$ cat config.mk
export PLATFORM = sky130hd
export DESIGN_NAME = tsense_regbank
export DESIGN_NICKNAME = d
export VERILOG_FILES = /design/src/rtl/tsense_pkg.sv /design/src/rtl/tsense_limit.sv /design/src/rtl/tsense_snapshot.sv /design/src/rtl/tsense_compare.sv /design/src/rtl/tsense_regbank.sv
export SDC_FILE = /design/constraint.sdc
export NUM_CORES = 1
export LEC_CHECK = 0
export BUFFER_PORTS_ARGS = -buffer_cell sky130_fd_sc_hd__buf_2
export CORE_ASPECT_RATIO = 2
export CORE_MARGIN = 3
export CORE_UTILIZATION = 45
export DETAILED_ROUTE_END_ITERATION = 8
export GPL_TIMING_DRIVEN = 0
export SLEW_MARGIN = 10
export SYNTH_ARGS = -nofsm -noshare
export SYNTH_HDL_FRONTEND = slang
export SYNTH_SLANG_ARGS = --single-unit
$ cat constraint.sdc
create_clock -name clk -period 2 [get_ports clk]
set_input_delay 0.3 -clock clk [delete_from_list [all_inputs] [get_ports clk]]
set_output_delay 0.3 -clock clk [all_outputs]
set_load 0.02 [all_outputs]
$ cat src/rtl/tsense_pkg.sv
// Shared widths, register offsets and bit positions for the temperature
// register bank. Offsets are fixed because host software decodes them.
package tsense_pkg;
    localparam int BYTE_W  = 8;
    localparam int FRAC_W  = 3;
    localparam int TEMP_W  = BYTE_W + FRAC_W;
    localparam int PAD_W   = BYTE_W - FRAC_W;

    localparam logic [BYTE_W-1:0] A_TEMP_INT = 8'h01;
    localparam logic [BYTE_W-1:0] A_STATUS   = 8'h02;
    localparam logic [BYTE_W-1:0] A_CONFIG   = 8'h03;
    localparam logic [BYTE_W-1:0] A_HI_INT   = 8'h07;
    localparam logic [BYTE_W-1:0] A_LO_INT   = 8'h08;
    localparam logic [BYTE_W-1:0] A_TEMP_FRC = 8'h10;
    localparam logic [BYTE_W-1:0] A_HI_FRC   = 8'h13;
    localparam logic [BYTE_W-1:0] A_LO_FRC   = 8'h14;

    localparam int CFG_ORDER_BIT = 5;
    localparam int STS_HI_BIT    = 4;
    localparam int STS_LO_BIT    = 3;
endpackage

$ cat src/rtl/tsense_limit.sv
// One programmable limit (11-bit, 0.125 degree steps).
// Assumes the caller decodes separate integer and fraction write strobes;
// a fraction write keeps only the top FRAC_W data bits.
module tsense_limit
    import tsense_pkg::*;
#(
    parameter logic [TEMP_W-1:0] RESET_VAL = '0
) (
    input  logic              clk,
    input  logic              rst_n,
    input  logic              wr_int,
    input  logic              wr_frac,
    input  logic [BYTE_W-1:0] wdata,
    output logic [TEMP_W-1:0] value
);
    // Holds the limit; integer and fraction halves written independently.
    always_ff @(posedge clk) begin
        if (!rst_n) begin
            value <= RESET_VAL;
        end else begin
            if (wr_int)
                value[TEMP_W-1:FRAC_W] <= wdata;
            if (wr_frac)
                value[FRAC_W-1:0] <= wdata[BYTE_W-1:PAD_W];
        end
    end
endmodule

$ cat src/rtl/tsense_snapshot.sv
// Atomic two-byte read helper. The half selected as "first" by the order
// input copies the other half into a snapshot; the next read of that other
// half returns the copy and clears it. Assumes order is static.
module tsense_snapshot
    import tsense_pkg::*;
(
    input  logic              clk,
    input  logic              rst_n,
    input  logic              order,
    input  logic              rd_int,
    input  logic              rd_frac,
    input  logic [TEMP_W-1:0] live,
    output logic [BYTE_W-1:0] int_view,
    output logic [BYTE_W-1:0] frac_view
);
    logic [BYTE_W-1:0] snap;
    logic              pending;
    logic [BYTE_W-1:0] live_int;
    logic [BYTE_W-1:0] live_frac;
    logic              first_rd;
    logic              second_rd;

    // Split the live value into its two register bytes.
    always_comb begin
        live_int  = live[TEMP_W-1:FRAC_W];
        live_frac = {live[FRAC_W-1:0], {PAD_W{1'b0}}};
        first_rd  = order ? rd_frac : rd_int;
        second_rd = order ? rd_int  : rd_frac;
    end

    // Arm the snapshot on the first half, release it on the second.
    always_ff @(posedge clk) begin
        if (!rst_n) begin
            snap    <= '0;
            pending <= 1'b0;
        end else if (first_rd) begin
            snap    <= order ? live_int : live_frac;
            pending <= 1'b1;
        end else if (second_rd) begin
            pending <= 1'b0;
        end
    end

    // Present the snapshot in place of the second half while armed.
    always_comb begin
        int_view  = (order  && pending) ? snap : live_int;
        frac_view = (!order && pending) ? snap : live_frac;
    end
endmodule

$ cat src/rtl/tsense_compare.sv
// Limit comparator: high flag at or above the high limit, low flag at or
// below the low limit. Purely combinational; inputs are registered upstream.
module tsense_compare
    import tsense_pkg::*;
(
    input  logic [TEMP_W-1:0] temp,
    input  logic [TEMP_W-1:0] hi_lim,
    input  logic [TEMP_W-1:0] lo_lim,
    output logic              hi_flag,
    output logic              lo_flag
);
    // Unsigned 11-bit comparisons against both limits.
    always_comb begin
        hi_flag = (temp >= hi_lim);
        lo_flag = (temp <= lo_lim);
    end
endmodule

$ cat src/rtl/tsense_regbank.sv
// Temperature register bank: live temperature, two limits, status, config.
// Assumes one register access per cycle and a static order_strap.
// Read data is registered and holds between reads.
module tsense_regbank
    import tsense_pkg::*;
#(
    parameter logic [TEMP_W-1:0] HI_RESET = 11'd560,
    parameter logic [TEMP_W-1:0] LO_RESET = 11'd0
) (
    input  logic              clk,
    input  logic              rst_n,
    input  logic [BYTE_W-1:0] reg_addr,
    input  logic              reg_wr,
    input  logic [BYTE_W-1:0] reg_wdata,
    input  logic              reg_rd,
    output logic [BYTE_W-1:0] reg_rdata,
    input  logic              samp_valid,
    input  logic [TEMP_W-1:0] samp_temp,
    input  logic              order_strap,
    output logic              alert
);
    logic [TEMP_W-1:0] temp_q;
    logic [TEMP_W-1:0] hi_lim;
    logic [TEMP_W-1:0] lo_lim;
    logic              hi_flag;
    logic              lo_flag;
    logic [BYTE_W-1:0] int_view;
    logic [BYTE_W-1:0] frac_view;
    logic [BYTE_W-1:0] rd_next;
    logic [BYTE_W-1:0] status_b;
    logic [BYTE_W-1:0] config_b;
    logic              rd_int;
    logic              rd_frac;

    // Live temperature follows each valid sample.
    always_ff @(posedge clk) begin
        if (!rst_n)
            temp_q <= '0;
        else if (samp_valid)
            temp_q <= samp_temp;
    end

    // Read strobes for the two temperature halves.
    always_comb begin
        rd_int  = reg_rd && (reg_addr == A_TEMP_INT);
        rd_frac = reg_rd && (reg_addr == A_TEMP_FRC);
    end

    tsense_snapshot u_snap (
        .clk       (clk),
        .rst_n     (rst_n),
        .order     (order_strap),
        .rd_int    (rd_int),
        .rd_frac   (rd_frac),
        .live      (temp_q),
        .int_view  (int_view),
        .frac_view (frac_view)
    );

    tsense_limit #(.RESET_VAL(HI_RESET)) u_hi (
        .clk     (clk),
        .rst_n   (rst_n),
        .wr_int  (reg_wr && (reg_addr == A_HI_INT)),
        .wr_frac (reg_wr && (reg_addr == A_HI_FRC)),
        .wdata   (reg_wdata),
        .value   (hi_lim)
    );

    tsense_limit #(.RESET_VAL(LO_RESET)) u_lo (
        .clk     (clk),
        .rst_n   (rst_n),
        .wr_int  (reg_wr && (reg_addr == A_LO_INT)),
        .wr_frac (reg_wr && (reg_addr == A_LO_FRC)),
        .wdata   (reg_wdata),
        .value   (lo_lim)
    );

    tsense_compare u_cmp (
        .temp    (temp_q),
        .hi_lim  (hi_lim),
        .lo_lim  (lo_lim),
        .hi_flag (hi_flag),
        .lo_flag (lo_flag)
    );

    // Build status and configuration bytes.
    always_comb begin
        status_b = '0;
        status_b[STS_HI_BIT] = hi_flag;
        status_b[STS_LO_BIT] = lo_flag;
        config_b = '0;
        config_b[CFG_ORDER_BIT] = order_strap;
    end

    // Address decode for read data; unmapped addresses give zero.
    always_comb begin
        case (reg_addr)
            A_TEMP_INT: rd_next = int_view;
            A_STATUS:   rd_next = status_b;
            A_CONFIG:   rd_next = config_b;
            A_HI_INT:   rd_next = hi_lim[TEMP_W-1:FRAC_W];
            A_LO_INT:   rd_next = lo_lim[TEMP_W-1:FRAC_W];
            A_TEMP_FRC: rd_next = frac_view;
            A_HI_FRC:   rd_next = {hi_lim[FRAC_W-1:0], {PAD_W{1'b0}}};
            A_LO_FRC:   rd_next = {lo_lim[FRAC_W-1:0], {PAD_W{1'b0}}};
            default:    rd_next = '0;
        endcase
    end

    // Register read data on each read strobe; hold otherwise.
    always_ff @(posedge clk) begin
        if (!rst_n)
            reg_rdata <= '0;
        else if (reg_rd)
            reg_rdata <= rd_next;
    end

    // Alert raised by either limit condition.
    always_comb alert = hi_flag | lo_flag;
endmodule

==> flow_summary.toml <==
[clock_tree]
clock_latency_ns = 0.30
clk_pin_slew_ns = 0.07
clock-sinks = 50
cts_root_buf = "clkbuf_16"
holdBufCountCts = 0
htree_num_levels = 2
cts_tree = "built"
numCtsBuffers = 5
cts_max_path_buffers = 2

[placement]
io_buffers = 38
dp_cells = 486
dp_hpwl_um = 6710
gp_congestion = 0.874

[die]
placementRows = 42
initial_core_util = 0.464
dieHeight_um = 123
ios = 42
core_area_um2 = 6620
dieArea_um2 = 7920
die_w_um = 64.5

[global_route]
antenna_found_initial = 0
grtUsageTotal = 0.238
grt_pass1_vias = 2869
grt_pass1_wl_um = 14200
overflow = 0
grt_max_degree = 17

[final_layout]
diodes = 0
syn_to_final_growth_pct = 23.4
fillers = 661
finish.utilization = 0.573
nets = 467
layout-drive-gt1-share = 0.291
fin_cells = 501
final_common_cell = "buf_2"
mostFrequentLayoutCells = "buf_2, nand2_1, dfxtp_1"

[critical_path]
startpoint_type = "flip-flop"
cpLargestDelayFamily = "compound AO/OA/AOI/OAI gates"
arrival_ns = 1.88
cp.required_ns = 1.70
rrSetupSlack_ns = 0.21
slowest_delay_ns = 0.39
reg2reg_to = "reg_rdata[7]"
crit_chain = "inv_1, ha_1, a211o_1, a21oi_2, o211ai_1, buf_4"
critPathMaxFanout = 3
path_class = "flip-flop to output pin"
critPathSlowestCell = "dfxtp_1"
r2r_start = "u_snap.pending"
reg2reg_depth = 5
path_buf_inv = 2
endpoint_kind = "output pin"

[sta]
hold_viol = 0
rsz0062_at_grt = "true"
fmax_mhz = 460
finalCritPeriodShare = 1.09
worst_pin_slew_ns = 0.865
setup_slack_ns = -0.176
timing.hold.ws_ns = 0.255
slew_violations = 0
setup_violations = 1
fin_crit_ns = 2.18
fin_skew_ns = 0.00440
slew_headroom = 0.423

[route]
via_count = 2843
drt_iter0_drc = 222
wire_per_inst_um = 17.4
drtAntennaViolNets = 0
vias_per_cell = 5.67
drt-total-wl_um = 8720
post-route-drc-count = 0
dr.pass1.iters = 5

[pwr]
total_power_mw = 2.34
power_density_nw_per_um2 = 616
leakage_nw = 1.48
peakVddDrop_mv = 0.541

[synth]
avgSynthCellArea_um2 = 8.54
yosysWarnings = 0
syn_area_um2 = 3080
syn-instance-count = 360
synth.distinct_cells = 62
synth_edf_count = 0
synth_flop_cell = "dfxtp_1"
synth-async-reset-ratio = 0
synth-seq-cells = 50
seq_area_frac_synth = 0.325
synth_nets = 415

[worst_hold_path]
min-delay-start = "samp_temp[10]"
hold_end = "temp_q[10]"
holdPathStages = 3
hold_path.class = "input pin to flip-flop"

[flow_run]
max_cap_violations = 0

[outcome]
outcome = "finished, violations left"
violations = "negative setup slack"
==> worst max path at each step <==
stage	startpoint	end	slack [ns]	depth (start not counted)
finish	u_hi.value[1]	alert	-0.18	6
global route	u_lo.value[2]	alert	-0.28	8
CTS	u_lo.value[4]	alert	-0.15	8
detailed placement	temp_q[9]	alert	-0.13	7
global placement	temp_q[9]	alert	-0.14	7
floorplan	u_lo.value[9]	alert	0.14	7
==> cell families after synthesis <==
group / count (synthesis) / synth area share
flops: 50 / 0.325
mux: 22 / 0.0724
fa+ha+maj: 22 / 0.0895
simple gates: 140 / 0.252
buf+inv: 43 / 0.0647
compound gates: 83 / 0.196
==> flip-flops by register name, summed over array words and instances, names as in the netlist <==
signal / count
reg_rdata: 8
u_snap.pending: 1
u_hi.value: 11
temp_q: 11
u_snap.snap: 8
u_lo.value: 11
==> through the flow <==
step / area (µm²) / setup slack (ns) / setup TNS (ns)
floorplan: 3080 / 0.145 / 0
global placement: 3380 / -0.140 / -1.14
detailed placement: 3380 / -0.127 / -0.902
CTS: 3770 / -0.146 / -0.146
global route: 3790 / -0.280 / -0.280
finish: 3790 / -0.176 / -0.176
==> metal layers <==
layer | routed length [µm] | track usage
met1 | 3290 | 0.251
met2 | 4470 | 0.413
met3 | 352 | 0.0455
met4 | 600 | 0.174
met5 | 0 | 0
==> synth_stat cells, types with 3 or more instances <==
cell type	n	area [µm²]
nand3_1	29	145
nor4b_1	4	35.0
ha_1	22	275
a211oi_1	6	45.0
nor4_1	3	18.8
a21boi_0	15	113
and3_1	4	25.0
a222oi_1	3	30.0
clkbuf_1	7	26.3
inv_1	24	90.1
a21o_1	3	22.5
o21ai_0	9	45.0
dfxtp_1	50	1000
buf_2	3	15.0
nand2_1	39	146
nor2b_1	25	156
mux2i_1	20	200
a22oi_1	5	37.5
nor2_1	10	37.5
a21boi_1	6	45.0
o21ai_1	5	25.0
buf_4	5	37.5
a21oi_1	9	45.0
==> where the power goes <==
part	leakage, nW	switching (mW)	total [mW]	internal [mW]
clock network	0.0760	0.394	0.984	0.590
registers	0.414	0.0256	1.03	1.01
logic	0.987	0.168	0.317	0.148
total	1.48	0.588	2.34	1.75
==> what timing repair did <==
| action | 4_1_cts | 5_1_grt |
|---|---|---|
| pin swaps | 13 | 0 |
| setup endpoints to repair | 1 | 1 |
| gates cloned | 0 | 0 |
| resized for setup | 43 | 5 |
| buffers inserted | 7 | 0 |
==> layout make-up <==
cell class                      count  area (µm²)  area share
Multi-Input combinational cell    267        2030       0.536
Sequential cell                    50        1030       0.272
Timing Repair Buffer               45         245      0.0646
Clock buffer                        5         125      0.0330
Tap cell                           88         110      0.0290
Buffer                             19         109      0.0287
Inverter                           24        92.6      0.0244
Clock inverter                      3        45.0      0.0119
==> worst min-delay path: stages <==
cell,delay [ns]
buf_2,0.07
mux2i_1,0.05
nor2b_1,0.09
No activity file was read; power rests on OpenSTA's default activity.
